## src/rtl/alu8_pkg.sv

```systemverilog
package alu8_pkg;

  typedef enum logic [2:0] {
    FN_ADD   = 3'd0,
    FN_SUB   = 3'd1,
    FN_AND   = 3'd2,
    FN_OR    = 3'd3,
    FN_XOR   = 3'd4,
    FN_PASSA = 3'd5
  } alu_fn_e;

  typedef struct packed {
    logic [7:0] val;
    logic       cy;
  } alu_out_t;

  // Arithmetic of one cycle: result and carry/borrow.
  function automatic alu_out_t alu_eval(input logic [2:0] fn,
                                        input logic [7:0] a,
                                        input logic [7:0] b);
    alu_out_t   o;
    logic [8:0] w;
    o = '0;
    w = '0;
    case (fn)
      FN_ADD: begin
        w = {1'b0, a} + {1'b0, b};
        o.val = w[7:0];
        o.cy  = w[8];
      end
      FN_SUB: begin
        w = {1'b0, a} - {1'b0, b};
        o.val = w[7:0];
        o.cy  = w[8];
      end
      FN_AND: o.val = a & b;
      FN_OR:  o.val = a | b;
      FN_XOR: o.val = a ^ b;
      default: o.val = a;
    endcase
    return o;
  endfunction

  function automatic logic is_zero(input logic [7:0] v);
    return (v == 8'h00);
  endfunction

endpackage

```

## src/rtl/alu8_opnd_latch.sv

```systemverilog
module alu8_opnd_latch #(
  parameter int W = 8
) (
  input  logic         clk,
  input  logic         rst_n,
  input  logic [W-1:0] d_in,
  input  logic         ld,
  input  logic         clr_n,
  output logic [W-1:0] q,
  output logic         clr_evt,
  output logic         ld_evt
);
  // Clear takes precedence over load.
  assign clr_evt = ~clr_n;
  assign ld_evt  = ld & clr_n;

  always_ff @(posedge clk or negedge rst_n) begin
    if (!rst_n)       q <= '0;
    else if (clr_evt) q <= '0;
    else if (ld_evt)  q <= d_in;
  end
endmodule

```

## src/rtl/alu8_datapath.sv

```systemverilog
module alu8_datapath
  import alu8_pkg::*;
(
  input  logic       clk,
  input  logic       rst_n,
  input  logic [2:0] fn,
  input  logic [7:0] a,
  input  logic [7:0] b,
  output logic [7:0] nxt_val,
  output logic       nxt_cy,
  output logic [7:0] res_q
);
  alu_out_t o;

  always_comb o = alu_eval(fn, a, b);
  assign nxt_val = o.val;
  assign nxt_cy  = o.cy;

  always_ff @(posedge clk or negedge rst_n) begin
    if (!rst_n) res_q <= '0;
    else        res_q <= o.val;
  end
endmodule

```

## src/rtl/alu8_flags.sv

```systemverilog
module alu8_flags
  import alu8_pkg::*;
(
  input  logic       clk,
  input  logic       rst_n,
  input  logic [7:0] alu_val,
  input  logic       alu_cy,
  input  logic [7:0] bus_val,
  input  logic       from_alu,
  input  logic       from_bus,
  output logic       z_q,
  output logic       n_q,
  output logic       c_q,
  output logic       sel_alu,
  output logic       sel_bus
);
  // The ALU source has priority over the bus source.
  assign sel_alu = from_alu;
  assign sel_bus = from_bus & ~from_alu;

  always_ff @(posedge clk or negedge rst_n) begin
    if (!rst_n) begin
      z_q <= 1'b0;
      n_q <= 1'b0;
      c_q <= 1'b0;
    end else if (sel_alu) begin
      z_q <= is_zero(alu_val);
      n_q <= alu_val[7];
      c_q <= alu_cy;
    end else if (sel_bus) begin
      z_q <= is_zero(bus_val);
      n_q <= bus_val[7];
    end
  end
endmodule

```

## src/rtl/alu8_core.sv

```systemverilog
module alu8_core
  import alu8_pkg::*;
(
  input  logic       clk,
  input  logic       rst_n,
  input  logic [7:0] bus_in,
  input  logic [7:0] a_in,
  input  logic [2:0] fn_sel,
  input  logic       ld_opnd,
  input  logic       upd_alu,
  input  logic       upd_bus,
  input  logic       instr_end_n,
  input  logic       res_oe,
  output logic [7:0] alu_res,
  output logic       res_drv_en,
  output logic       flg_z,
  output logic       flg_n,
  output logic       flg_c
);
  logic [7:0] opnd_b;
  logic       opnd_clr_evt;
  logic       opnd_ld_evt;
  logic [7:0] nxt_val;
  logic       nxt_cy;
  logic       flag_sel_alu;
  logic       flag_sel_bus;

  alu8_opnd_latch #(.W(8)) u_opnd (
    .clk     (clk),
    .rst_n   (rst_n),
    .d_in    (bus_in),
    .ld      (ld_opnd),
    .clr_n   (instr_end_n),
    .q       (opnd_b),
    .clr_evt (opnd_clr_evt),
    .ld_evt  (opnd_ld_evt)
  );

  alu8_datapath u_dp (
    .clk     (clk),
    .rst_n   (rst_n),
    .fn      (fn_sel),
    .a       (a_in),
    .b       (opnd_b),
    .nxt_val (nxt_val),
    .nxt_cy  (nxt_cy),
    .res_q   (alu_res)
  );

  alu8_flags u_flg (
    .clk      (clk),
    .rst_n    (rst_n),
    .alu_val  (nxt_val),
    .alu_cy   (nxt_cy),
    .bus_val  (bus_in),
    .from_alu (upd_alu),
    .from_bus (upd_bus),
    .z_q      (flg_z),
    .n_q      (flg_n),
    .c_q      (flg_c),
    .sel_alu  (flag_sel_alu),
    .sel_bus  (flag_sel_bus)
  );

  assign res_drv_en = res_oe;
endmodule

```

## config.mk

```make
export PLATFORM = sky130hd
export DESIGN_NAME = alu8_core
export DESIGN_NICKNAME = d
export VERILOG_FILES = /design/src/rtl/alu8_pkg.sv /design/src/rtl/alu8_opnd_latch.sv /design/src/rtl/alu8_datapath.sv /design/src/rtl/alu8_flags.sv /design/src/rtl/alu8_core.sv
export SDC_FILE = /design/constraint.sdc
export NUM_CORES = 1
export LEC_CHECK = 0
export CELL_PAD_IN_SITES_DETAIL_PLACEMENT = 1
export CELL_PAD_IN_SITES_GLOBAL_PLACEMENT = 1
export CORE_MARGIN = 2
export CORE_UTILIZATION = 47
export CTS_BUF_LIST = sky130_fd_sc_hd__clkbuf_4 sky130_fd_sc_hd__clkbuf_8
export DETAILED_ROUTE_END_ITERATION = 8
export DONT_BUFFER_PORTS = 1
export GPL_TIMING_DRIVEN = 0
export PLACE_DENSITY_LB_ADDON = 0.3
export SETUP_SLACK_MARGIN = 0.05
export SYNTH_ARGS = -nofsm -noshare
export SYNTH_HDL_FRONTEND = slang
export SYNTH_SLANG_ARGS = --single-unit
```

## constraint.sdc

```tcl
create_clock -name clk -period 7.9 [get_ports clk]
set_clock_uncertainty 0.15 [all_clocks]
set_input_delay 0.79 -clock clk [delete_from_list [all_inputs] [get_ports clk]]
set_output_delay 0.79 -clock clk [all_outputs]
set_load 0.005 [all_outputs]
```

==> run metrics, run 1 <==
outcome complete, no violations; Crit Reg-Reg Endpoint u_flg.z_q$_DFFE_PN0P_; global-route wire length before repair 8510 um; power density cells 133 nW/um2; CTS tree yes; WL per Instance 18.4 um; Clock Pin Slew Worst Setup and Hold Paths 0.06 ns; post-cts resize count 0; Final Hold Fails 0; max_cap viols 0; # H-tree levels 1; WHS 0.0797 ns; Pleak 0.936 nW; worst reg-to-reg path cell count 9; Slowest cell on crit path or4b_1; power share of the combinational group 32.6%; Mapped Cells 229; WL final 5200 um; cell count after placement 279; period utilisation layout 38.9%; top cells by area, synth dfrtp_1, ha_1, mux2i_1; mean post-synth cell area 8.37 um2; Fin Setup TNS 0 ns; max-slew violation count 0; GPL Wtd Cong 0.907; post-synthesis register bit count 19; IO Pins 38; antenna violations before repair 0; Reg power frac 42.2%; initial core utilization 48.3%; clock sinks 19; CTS max path bufs 2; synth warn 0; top_reg_cell synth dfrtp_1; gr ovfl total 0; post-detail-place hpwl 4220 um; GRT Util Overall 24.9%; worst-margin pin slew 0.916 ns; Final setup viols 0; Die W 67.9 um; drt drc 0; hold_buf cts 0; unrepaired setup endpoints after global routing no; Rows 23; die area 4600 um2; Yosys top cell by area dfrtp_1; worst skew pair latency 0.25 ns; Required @ worst endpoint 7.90 ns; Routed Antenna Nets 0; Layout Cells excl Fill 283; n_diodes 0; Switch Pwr 0.0878 mW; EDFF count, synth 0; DP Area 1980 um2; type of origin of the critical path input pin; CTS buffer count 3; R2R Path Start u_opnd.q[0]$_DFFE_PN0P_; worst min-delay path class in2async; vias per inst 6.02; vias in the first global route 1775; Crit Path Class in2reg; clock power share 25.2%; largest net degree at the start of global routing 20; net count reported at finish 286; total power 0.269 mW; Die Span Y 67.9 um; dpl ws 4.58 ns; Crit Path Max Fanout 3; Worst EP arrival 3.07 ns; Syn Std Cell Area 1920 um2; R2R setup slack 4.93 ns; fin worst setup slack 4.83 ns; sequential area share after synthesis 24.8%; Syn Nets 281; Area growth syn-to-layout 5.81%; Pre-antenna DRT Iters 4; Sw Ratio 32.6%; area share of the largest cell type after synthesis 24.8%; Core ar. 3970 um2; Post-CTS Setup Bufs 0; Fill cells 503; crit-path cells ha_1 -> fa_1 -> nor2b_4 -> xnor2_1 -> a32oi_1 -> o221ai_2 -> or4b_1 -> or3_1 -> o41ai_2; Root Buffer clkbuf_8; FMAX 325 MHz; VDD IR-drop max 0.115 mV; P_int 0.182 mW; synth unique cells 47; Finished Cell Area 2030 um2; drt initial violations 68; IO buf count 0; Tmin final 3.07 ns; via count 1705; layout cell share with drive strength beyond 1 6.87%; crit-path max cell delay 0.48 ns; Slew HR 38.3%; Post-synth ARST share 100%; Core Util, Final 51.1%; CP Capture Type flip-flop
-- cells in the final DEF, fill, tap and decap left out, types with 3 or more instances in the layout --
| master | instances |
|---|---|
| nand3_1 | 3 |
| a211oi_1 | 5 |
| buf_2 | 4 |
| o22ai_1 | 3 |
| inv_1 | 25 |
| a31oi_1 | 4 |
| o21bai_1 | 3 |
| ha_1 | 24 |
| a21oi_1 | 16 |
| nor2_1 | 24 |
| a21o_1 | 5 |
| clkbuf_8 | 3 |
| clkbuf_1 | 3 |
| nor4_1 | 3 |
| dfrtp_1 | 19 |
| nand2_1 | 10 |
| nor2b_1 | 10 |
| xnor2_1 | 3 |
| mux2i_1 | 11 |
| o21ai_0 | 13 |
| nor3_1 | 4 |
-- worst max path at each step --
stage / start / to / slack [ns]
6_report: a_in[0] / u_flg.z_q$_DFFE_PN0P_ / 4.83
5_1_grt: a_in[0] / u_flg.z_q$_DFFE_PN0P_ / 4.72
4_1_cts: a_in[0] / u_flg.z_q$_DFFE_PN0P_ / 4.82
3_5_place_dp: a_in[0] / u_flg.z_q$_DFFE_PN0P_ / 4.58
3_3_place_gp: a_in[0] / u_flg.z_q$_DFFE_PN0P_ / 4.61
2_1_floorplan: a_in[0] / u_flg.z_q$_DFFE_PN0P_ / 4.80
-- flip-flops by register name (all words and copies together) (netlist names) --
register and cells:
u_opnd.q 8, u_flg.c_q 1, u_flg.z_q 1, u_dp.res_q 8, u_flg.n_q 1
-- layer usage --
metal / share of wire, % / GRT usage (%)
met5: 0 / 0
met4: 0.44 / 6.00
met3: 4.2 / 1.97
met2: 50 / 43.8
met1: 45 / 33.1
-- cells in the mapped netlist, drive strengths merged, types with 2 or more instances --
cell type / n
or3: 2
o32ai: 2
o221ai: 2
clkbuf: 3
o22ai: 3
a21oi: 16
nand2: 10
a211oi: 6
a21o: 5
o21bai: 3
dfrtp: 19
buf: 7
ha: 24
fa: 2
nand3: 3
nor2b: 11
a31oi: 4
o21ai: 13
nor3: 4
mux2i: 11
nor2: 24
a311oi: 2
a22oi: 2
nand2b: 2
nor3b: 2
xnor2: 3
xor2: 2
nand4: 2
nor4: 3
inv: 25
-- worst max-delay path: cells and delay by family --
kind,cells,cell delay [ns]
adder cells (fa/ha/maj),2,0.64
AND/OR/NAND/NOR,3,0.98
XOR/XNOR,1,0.11
AO/OA/AOI/OAI,3,0.55
-- final cells by class --
type / instances / area, um2 / share of cell area, %
buffer: 10 / 61.3 / 3.02
clock buffer: 4 / 48.8 / 2.41
inverter: 25 / 93.8 / 4.63
multi-input combinational: 175 / 1290 / 63.4
sequential: 19 / 475 / 23.4
tap: 50 / 62.6 / 3.08
-- logic make-up after synthesis --
logic type	synth area share (%)
compound gates	24.0
simple gates	17.4
buf+inv	8.09
fa+ha+maj	17.8
flops	24.8
mux	5.74
xor+xnor	2.29
-- power by group through the flow --
stage	Sequential [mW]	Combinational (mW)	Clock, mW
floorplan	0.113	0.0677	0
global placement	0.115	0.0849	0
detailed placement	0.116	0.0868	0
CTS	0.114	0.0875	0.0702
global route	0.115	0.0983	0.0732
finish	0.114	0.0878	0.0680
(Power assumes the default switching activity.)
==> run 2: changes to the inputs <==
--- a/config.mk
+++ b/config.mk
@@ -8,7 +8,7 @@
 export CELL_PAD_IN_SITES_DETAIL_PLACEMENT = 1
 export CELL_PAD_IN_SITES_GLOBAL_PLACEMENT = 1
 export CORE_MARGIN = 2
-export CORE_UTILIZATION = 47
+export CORE_UTILIZATION = 44
 export CTS_BUF_LIST = sky130_fd_sc_hd__clkbuf_4 sky130_fd_sc_hd__clkbuf_8
 export DETAILED_ROUTE_END_ITERATION = 8
 export DONT_BUFFER_PORTS = 1
==> constraint.sdc (replaced) <==
create_clock -name clk -period 2.8 [get_ports clk]
set_clock_uncertainty 0.15 [all_clocks]
set_input_delay 0.28 -clock clk [delete_from_list [all_inputs] [get_ports clk]]
set_output_delay 0.28 -clock clk [all_outputs]
set_load 0.005 [all_outputs]
==> run metrics, run 2 (synthesized netlist as in run 1, its figures left out) <==
outcome complete, but fails checks; failing checks negative hold slack, negative setup slack; Crit Path Max Fanout 4 (+1); fin worst setup slack -0.0654 ns (-4.89 ns); power density cells 370 nW/um2 (+180%); post-detail-place hpwl 4200 um (-0.55%); net count reported at finish 292 (+2.1%); drt drc 0 (unchanged); antenna violations before repair 0 (unchanged); die area 4900 um2 (+6.4%); hold endpoint u_flg.n_q$_DFFE_PN0P_; crit-path cells ha_4 -> fa_2 -> nor2b_4 -> xnor2_1 -> a32oi_1 -> o221ai_2 -> or4b_4 -> or3_4 -> o41ai_2; R2R Path Start u_opnd.q[0]$_DFFE_PN0P_; Root Buffer clkbuf_8; gr ovfl total 0 (unchanged); crit path buf inv count 0 (unchanged); max-slew violation count 0 (unchanged); type of origin of the critical path flip-flop; CP Capture Type flip-flop; R2R setup slack -0.07 ns (-5.00 ns); Switch Pwr 0.259 mW (+200%); Reg power frac 41.0% (-1.2 points); GPL Wtd Cong 0.861 (-5.1%); Die W 70.0 um (+3.2%); via count 1689 (-0.94%); CTS tree yes; clock power share 24.9% (-0.3 points); Finished Cell Area 2120 um2 (+4.6%); WL per Instance 18.3 um (-0.56%); Crit Path Class reg2reg; VDD IR-drop max 0.336 mV (+190%); CTS buffer count 3 (unchanged); max_cap viols 0 (unchanged); WL final 5320 um (+2.3%); Die Span Y 70.0 um (+3.2%); CTS max path bufs 2 (unchanged); Routed Antenna Nets 0 (unchanged); CP startpoint u_opnd.q[0]$_DFFE_PN0P_; largest net degree at the start of global routing 20 (unchanged); Crit Reg-Reg Endpoint u_flg.z_q$_DFFE_PN0P_; Tmin final 2.87 ns; Hold Path Origin upd_alu; Slowest cell on crit path or4b_4; Pre-antenna DRT Iters 4 (unchanged); P_int 0.525 mW (+190%); unrepaired setup endpoints after global routing yes; Slew HR 34.2% (-4.0 points); most frequent cells in the layout inv_1, nor2_1, ha_1; Fin Setup TNS -0.0654 ns (-0.0654 ns); Pleak 0.967 nW (+3.3%); WHS -0.00822 ns (-0.0879 ns); crit-path max cell delay 0.53 ns (+0.05 ns); worst skew pair latency 0.25 ns (about the same); Core ar. 4260 um2 (+7.4%); vias per inst 5.80 (-3.7%); n_diodes 0 (unchanged); GRT Util Overall 22.6% (-2.3 points); vias in the first global route 1793 (+1.0%); Final Hold Fails 1 (+1); commonest non-fill, non-tap cell in the layout inv_1; cell family with most CP delay simple AND/OR/NAND/NOR gates; FMAX 349 MHz; clock sinks 19 (unchanged); Core Util, Final 49.7% (-1.3 points); initial core utilization 45.0% (-3.3 points); IO buf count 0 (unchanged); period utilisation layout 102%; worst-margin pin slew 0.976 ns (+0.0597 ns); layout cell share with drive strength beyond 1 12.1% (+5.3 points); Area growth syn-to-layout 10.6%; drt initial violations 99 (+46%); # H-tree levels 1 (unchanged); Regs by FF count u_dp.res_q (8), u_opnd.q (8); global-route wire length before repair 8920 um (+4.9%); power share of the combinational group 34.1% (+1.5 points); Layout Cells excl Fill 291 (+2.8%); dpl ws -0.201 ns (-4.78 ns); worst reg-to-reg path cell count 9 (unchanged); Worst EP arrival 2.87 ns (-0.20 ns); Required @ worst endpoint 2.81 ns (-5.09 ns); Clock Pin Slew Worst Setup and Hold Paths 0.07 ns (about the same); Sw Ratio 33.1% (+0.48 points); cell count after placement 281 (+0.72%); Rows 24 (+4.3%); DP Area 1980 um2 (+0.13%); hold depth 1; IO Pins 38 (unchanged); worst min-delay path class in2reg; total power 0.784 mW (+190%); Final setup viols 1 (+1)
## run 2: cell types whose count changed in the layout (fill, tap and decap cells not counted), sizes merged
cell and change:
dlygate4sd3 +2, buf +5, clkbuf -1
## run 2: worst max-delay path by stage
stage                            end  slack, ns  cells past startpoint
2_1_floorplan  u_flg.z_q$_DFFE_PN0P_       0.11                      9
3_3_place_gp   u_flg.z_q$_DFFE_PN0P_      -0.12                      9
3_5_place_dp   u_flg.z_q$_DFFE_PN0P_      -0.20                      9
4_1_cts        u_flg.z_q$_DFFE_PN0P_      -0.08                      9
5_1_grt        u_flg.z_q$_DFFE_PN0P_      -0.16                      9
6_report       u_flg.z_q$_DFFE_PN0P_      -0.07                      9
## run 2: what timing repair did
| action | 4_1_cts | 5_1_grt |
|---|---|---|
| buffers inserted | 3 | 2 |
| hold endpoints to repair | 21 | 1 |
| gates cloned | 0 | 0 |
| hold buffers | 1 | 1 |
| pin swaps | 4 | 3 |
| resized for setup | 7 | 2 |
| endpoints found under the setup margin | 1 | 3 |
## run 2: power by group through the flow
| stage | Sequential, mW | Clock, mW | Combinational (mW) |
|---|---|---|---|
| 6_report | 0.322 | 0.195 | 0.267 |
| 5_1_grt | 0.325 | 0.209 | 0.300 |
| 4_1_cts | 0.322 | 0.198 | 0.258 |
| 3_5_place_dp | 0.326 | 0 | 0.243 |
| 3_3_place_gp | 0.326 | 0 | 0.239 |
| 2_1_floorplan | 0.319 | 0 | 0.191 |
## run 2: worst register-to-register path: stages, from the launching register on
cell and delay, ns:
dfrtp_2 0.44, ha_4 0.18, fa_2 0.34, nor2b_4 0.14, xnor2_1 0.11, a32oi_1 0.18
o221ai_2 0.15, or4b_4 0.53, or3_4 0.35, o41ai_2 0.20
## run 2: cell type report
cell class,count,area (um2)
plain buffers,9,57.6
flip-flops and latches,19,477
clock buffers,4,48.8
inverters,25,93.8
multi-input cells,175,1320
fillers,525,2140
well taps,52,65.1
repair buffers,7,57.6
## run 2: per-layer routing
metal	up-vias	global-route usage (%)	part of all wire (%)
li1	832	-	-
met5	-	0	0
met1	815	30.0	46
met2	38	39.5	50
met3	4	3.17	4.2
met4	0	4.27	0.75
==> run 3: changes to the inputs <==
--- a/config.mk
+++ b/config.mk
@@ -5,10 +5,11 @@
 export SDC_FILE = /design/constraint.sdc
 export NUM_CORES = 1
 export LEC_CHECK = 0
+export ABC_AREA = 1
 export CELL_PAD_IN_SITES_DETAIL_PLACEMENT = 1
 export CELL_PAD_IN_SITES_GLOBAL_PLACEMENT = 1
 export CORE_MARGIN = 2
-export CORE_UTILIZATION = 44
+export CORE_UTILIZATION = 42
 export CTS_BUF_LIST = sky130_fd_sc_hd__clkbuf_4 sky130_fd_sc_hd__clkbuf_8
 export DETAILED_ROUTE_END_ITERATION = 8
 export DONT_BUFFER_PORTS = 1
==> run metrics, run 3 <==
outcome complete, no violations; via count 1911 (+13%); GPL Wtd Cong 0.882 (+2.4%); power share of the combinational group 33.3% (-0.8 points); CTS buffer count 3 (unchanged); Sw Ratio 36.2% (+3.1 points); EDFF count, synth 0 (unchanged); Die W 71.8 um (+2.6%); Reg power frac 42.0% (+1.0 points); antenna violations before repair 0 (unchanged); Clock Pin Slew Worst Setup and Hold Paths 0.07 ns (about the same); fin worst setup slack 0.391 ns (+0.456 ns); WL final 5560 um (+4.5%); Switch Pwr 0.274 mW (+5.6%); most frequent cells in the layout nand2_1, inv_1, nand3_1; IO buf count 0 (unchanged); Crit Path Max Fanout 3 (-1); Regs by FF count u_dp.res_q (8), u_opnd.q (8); Tmin final 2.41 ns (-0.456 ns); post-detail-place hpwl 4700 um (+12%); top-count cell post-synth nand2_1; Core ar. 4380 um2 (+2.8%); Adder-Cell Fraction of Synth Area 17.6% (-0.15 points); Rows 24 (unchanged); drt initial violations 77 (-22%); clock sinks 19 (unchanged); n_diodes 0 (unchanged); die area 5160 um2 (+5.3%); net count reported at finish 357 (+22%); synth unique cells 26 (-45%); Mapped Cells 298 (+30%); worst-margin pin slew 0.817 ns (-0.159 ns); vias per inst 5.37 (-7.5%); max_cap viols 0 (unchanged); GRT Util Overall 23.5% (+0.93 points); Final Hold Fails 0 (-1); worst min-delay path class in2reg; Core Util, Final 47.1% (-2.6 points); Pre-antenna DRT Iters 4 (unchanged); # H-tree levels 1 (unchanged); type of origin of the critical path flip-flop; Area growth syn-to-layout 6.80%; top cells by area, synth dfrtp_1, ha_1, nand2_1; largest net degree at the start of global routing 20 (unchanged); Pleak 1.11 nW (+15%); Final setup viols 0 (-1); Root Buffer clkbuf_8; commonest non-fill, non-tap cell in the layout nand2_1; vias in the first global route 2039 (+14%); max-slew violation count 0 (unchanged); post-synthesis mux area share 0% (-5.7 points); Syn Nets 350 (+25%); synth warn 0 (unchanged); clock power share 24.7% (-0.2 points); gr ovfl total 0 (unchanged); Worst EP arrival 2.44 ns (-0.43 ns); Post-Synth Simple-Gate Area 35.2% (+18 points); Routed Antenna Nets 0 (unchanged); global-route wire length before repair 9590 um (+7.5%); post-synthesis register bit count 19 (unchanged); layout cell share with drive strength beyond 1 5.59% (-6.5 points); period utilisation layout 86.0% (-16 points); worst skew pair latency 0.25 ns (about the same); Required @ worst endpoint 2.83 ns (+0.02 ns); Finished Cell Area 2060 um2 (-2.7%); top_reg_cell synth dfrtp_1; Post-synth ARST share 100% (unchanged); Slew HR 45.4% (+11 points); mean post-synth cell area 6.49 um2 (-23%); drt drc 0 (unchanged); CTS tree yes; CTS max path bufs 2 (unchanged); XOR/XNOR Fraction of Synth Area 0% (-2.3 points); VDD IR-drop max 0.302 mV (-9.9%); DP Area 2000 um2 (+0.82%); P_int 0.482 mW (-8.1%); Fin Setup TNS 0 ns (+0.0654 ns); main combinational cell family by area after synthesis simple AND/OR/NAND/NOR gates; Crit Path Class reg2reg; Compound-Gate Fraction of Synth Area 10.1% (-14 points); WHS 0.0274 ns (+0.0356 ns); sequential area share after synthesis 24.6% (-0.21 points); area share of the largest cell type after synthesis 24.6% (-0.21 points); unrepaired setup endpoints after global routing no; Yosys top cell by area dfrtp_1; FMAX 415 MHz (+19%); power density cells 366 nW/um2 (-0.96%); initial core utilization 44.1% (-0.86 points); Die Span Y 71.8 um (+2.6%); WL per Instance 15.6 um (-15%); dpl ws 0.374 ns (+0.575 ns); Syn Std Cell Area 1930 um2 (+0.85%); synth cell count leaders nand2_1, inv_1, nand3_1; IO Pins 38 (unchanged); CP Capture Type flip-flop
==> run 3: cells by family (layout without fill, tap and decap cells) <==
logic type,after synthesis,in the layout
AOI/OAI and AO/OA,36,36
adders and majority gates,26,26
buffers and inverters,62,68
DFF,19,19
and+or+nand+nor,155,155
==> run 3: cell type report <==
cell class	instances	area [um2]
plain buffers	7	35.0
multi-input cells	217	1220
repair buffers	2	20.0
flip-flops and latches	19	475
clock buffers	3	41.3
well taps	52	65.1
fillers	598	2320
clock inverters	1	5.00
inverters	55	206
==> run 3: worst max-delay path, cell delays in order (launching register included) <==
cell	delay, ns
dfrtp_1	0.40
ha_1	0.23
fa_1	0.40
inv_1	0.07
nand2_1	0.06
nand2_1	0.10
nand2_1	0.08
o21ai_1	0.17
nand2_1	0.07
nand3_1	0.07
nand3_1	0.07
nor2_1	0.19
nand4_1	0.12
a21oi_1	0.14
==> run 3: per-layer routing <==
layer | part of all wire (%) | up-vias | GRT usage [%]
met4 | 0.83 | 0 | 6.29
met3 | 3.0 | 6 | 2.25
met5 | 0 | - | 0
met1 | 48 | 909 | 31.4
li1 | - | 967 | -
met2 | 48 | 29 | 40.6
==> run 3: power groups by stage <==
stage	clock [mW]	sequential [mW]	combinational (mW)
floorplan	0	0.318	0.182
global placement	0	0.322	0.235
detailed placement	0	0.322	0.243
CTS	0.190	0.318	0.252
global route	0.201	0.321	0.291
finish	0.187	0.318	0.251
==> run 3: worst paths after layout <==
kind	from	end	slack, ns	cells after the start
max in group asynchronous	rst_n	u_dp.res_q[0]$_DFF_PN0_	1.58	1
worst min register to register	u_flg.n_q$_DFFE_PN0P_	u_flg.n_q$_DFFE_PN0P_	0.39	1
worst max-delay path	u_opnd.q[0]$_DFFE_PN0P_	u_flg.z_q$_DFFE_PN0P_	0.39	13
min in group asynchronous	rst_n	u_dp.res_q[7]$_DFF_PN0_	0.41	1
worst max register to register	u_opnd.q[0]$_DFFE_PN0P_	u_flg.z_q$_DFFE_PN0P_	0.39	13
worst min-delay path	bus_in[5]	u_opnd.q[5]$_DFFE_PN0P_	0.03	2
==> run 3: repair_timing <==
action / 4_1_cts / 5_1_grt
resized for setup: 0 / 0
hold buffers: 2 / 0
setup buffers: 0 / 0
endpoints found under the hold margin: 20 / 0
endpoints found under the setup margin: 0 / 0
==> run 3: metrics by stage <==
| step | total power [mW] | instances |
|---|---|---|
| 2_1_floorplan | 0.500 | 298 |
| 3_3_place_gp | 0.557 | 350 |
| 3_5_place_dp | 0.566 | 350 |
| 4_1_cts | 0.760 | 356 |
| 5_1_grt | 0.812 | 356 |
| 6_report | 0.756 | 356 |
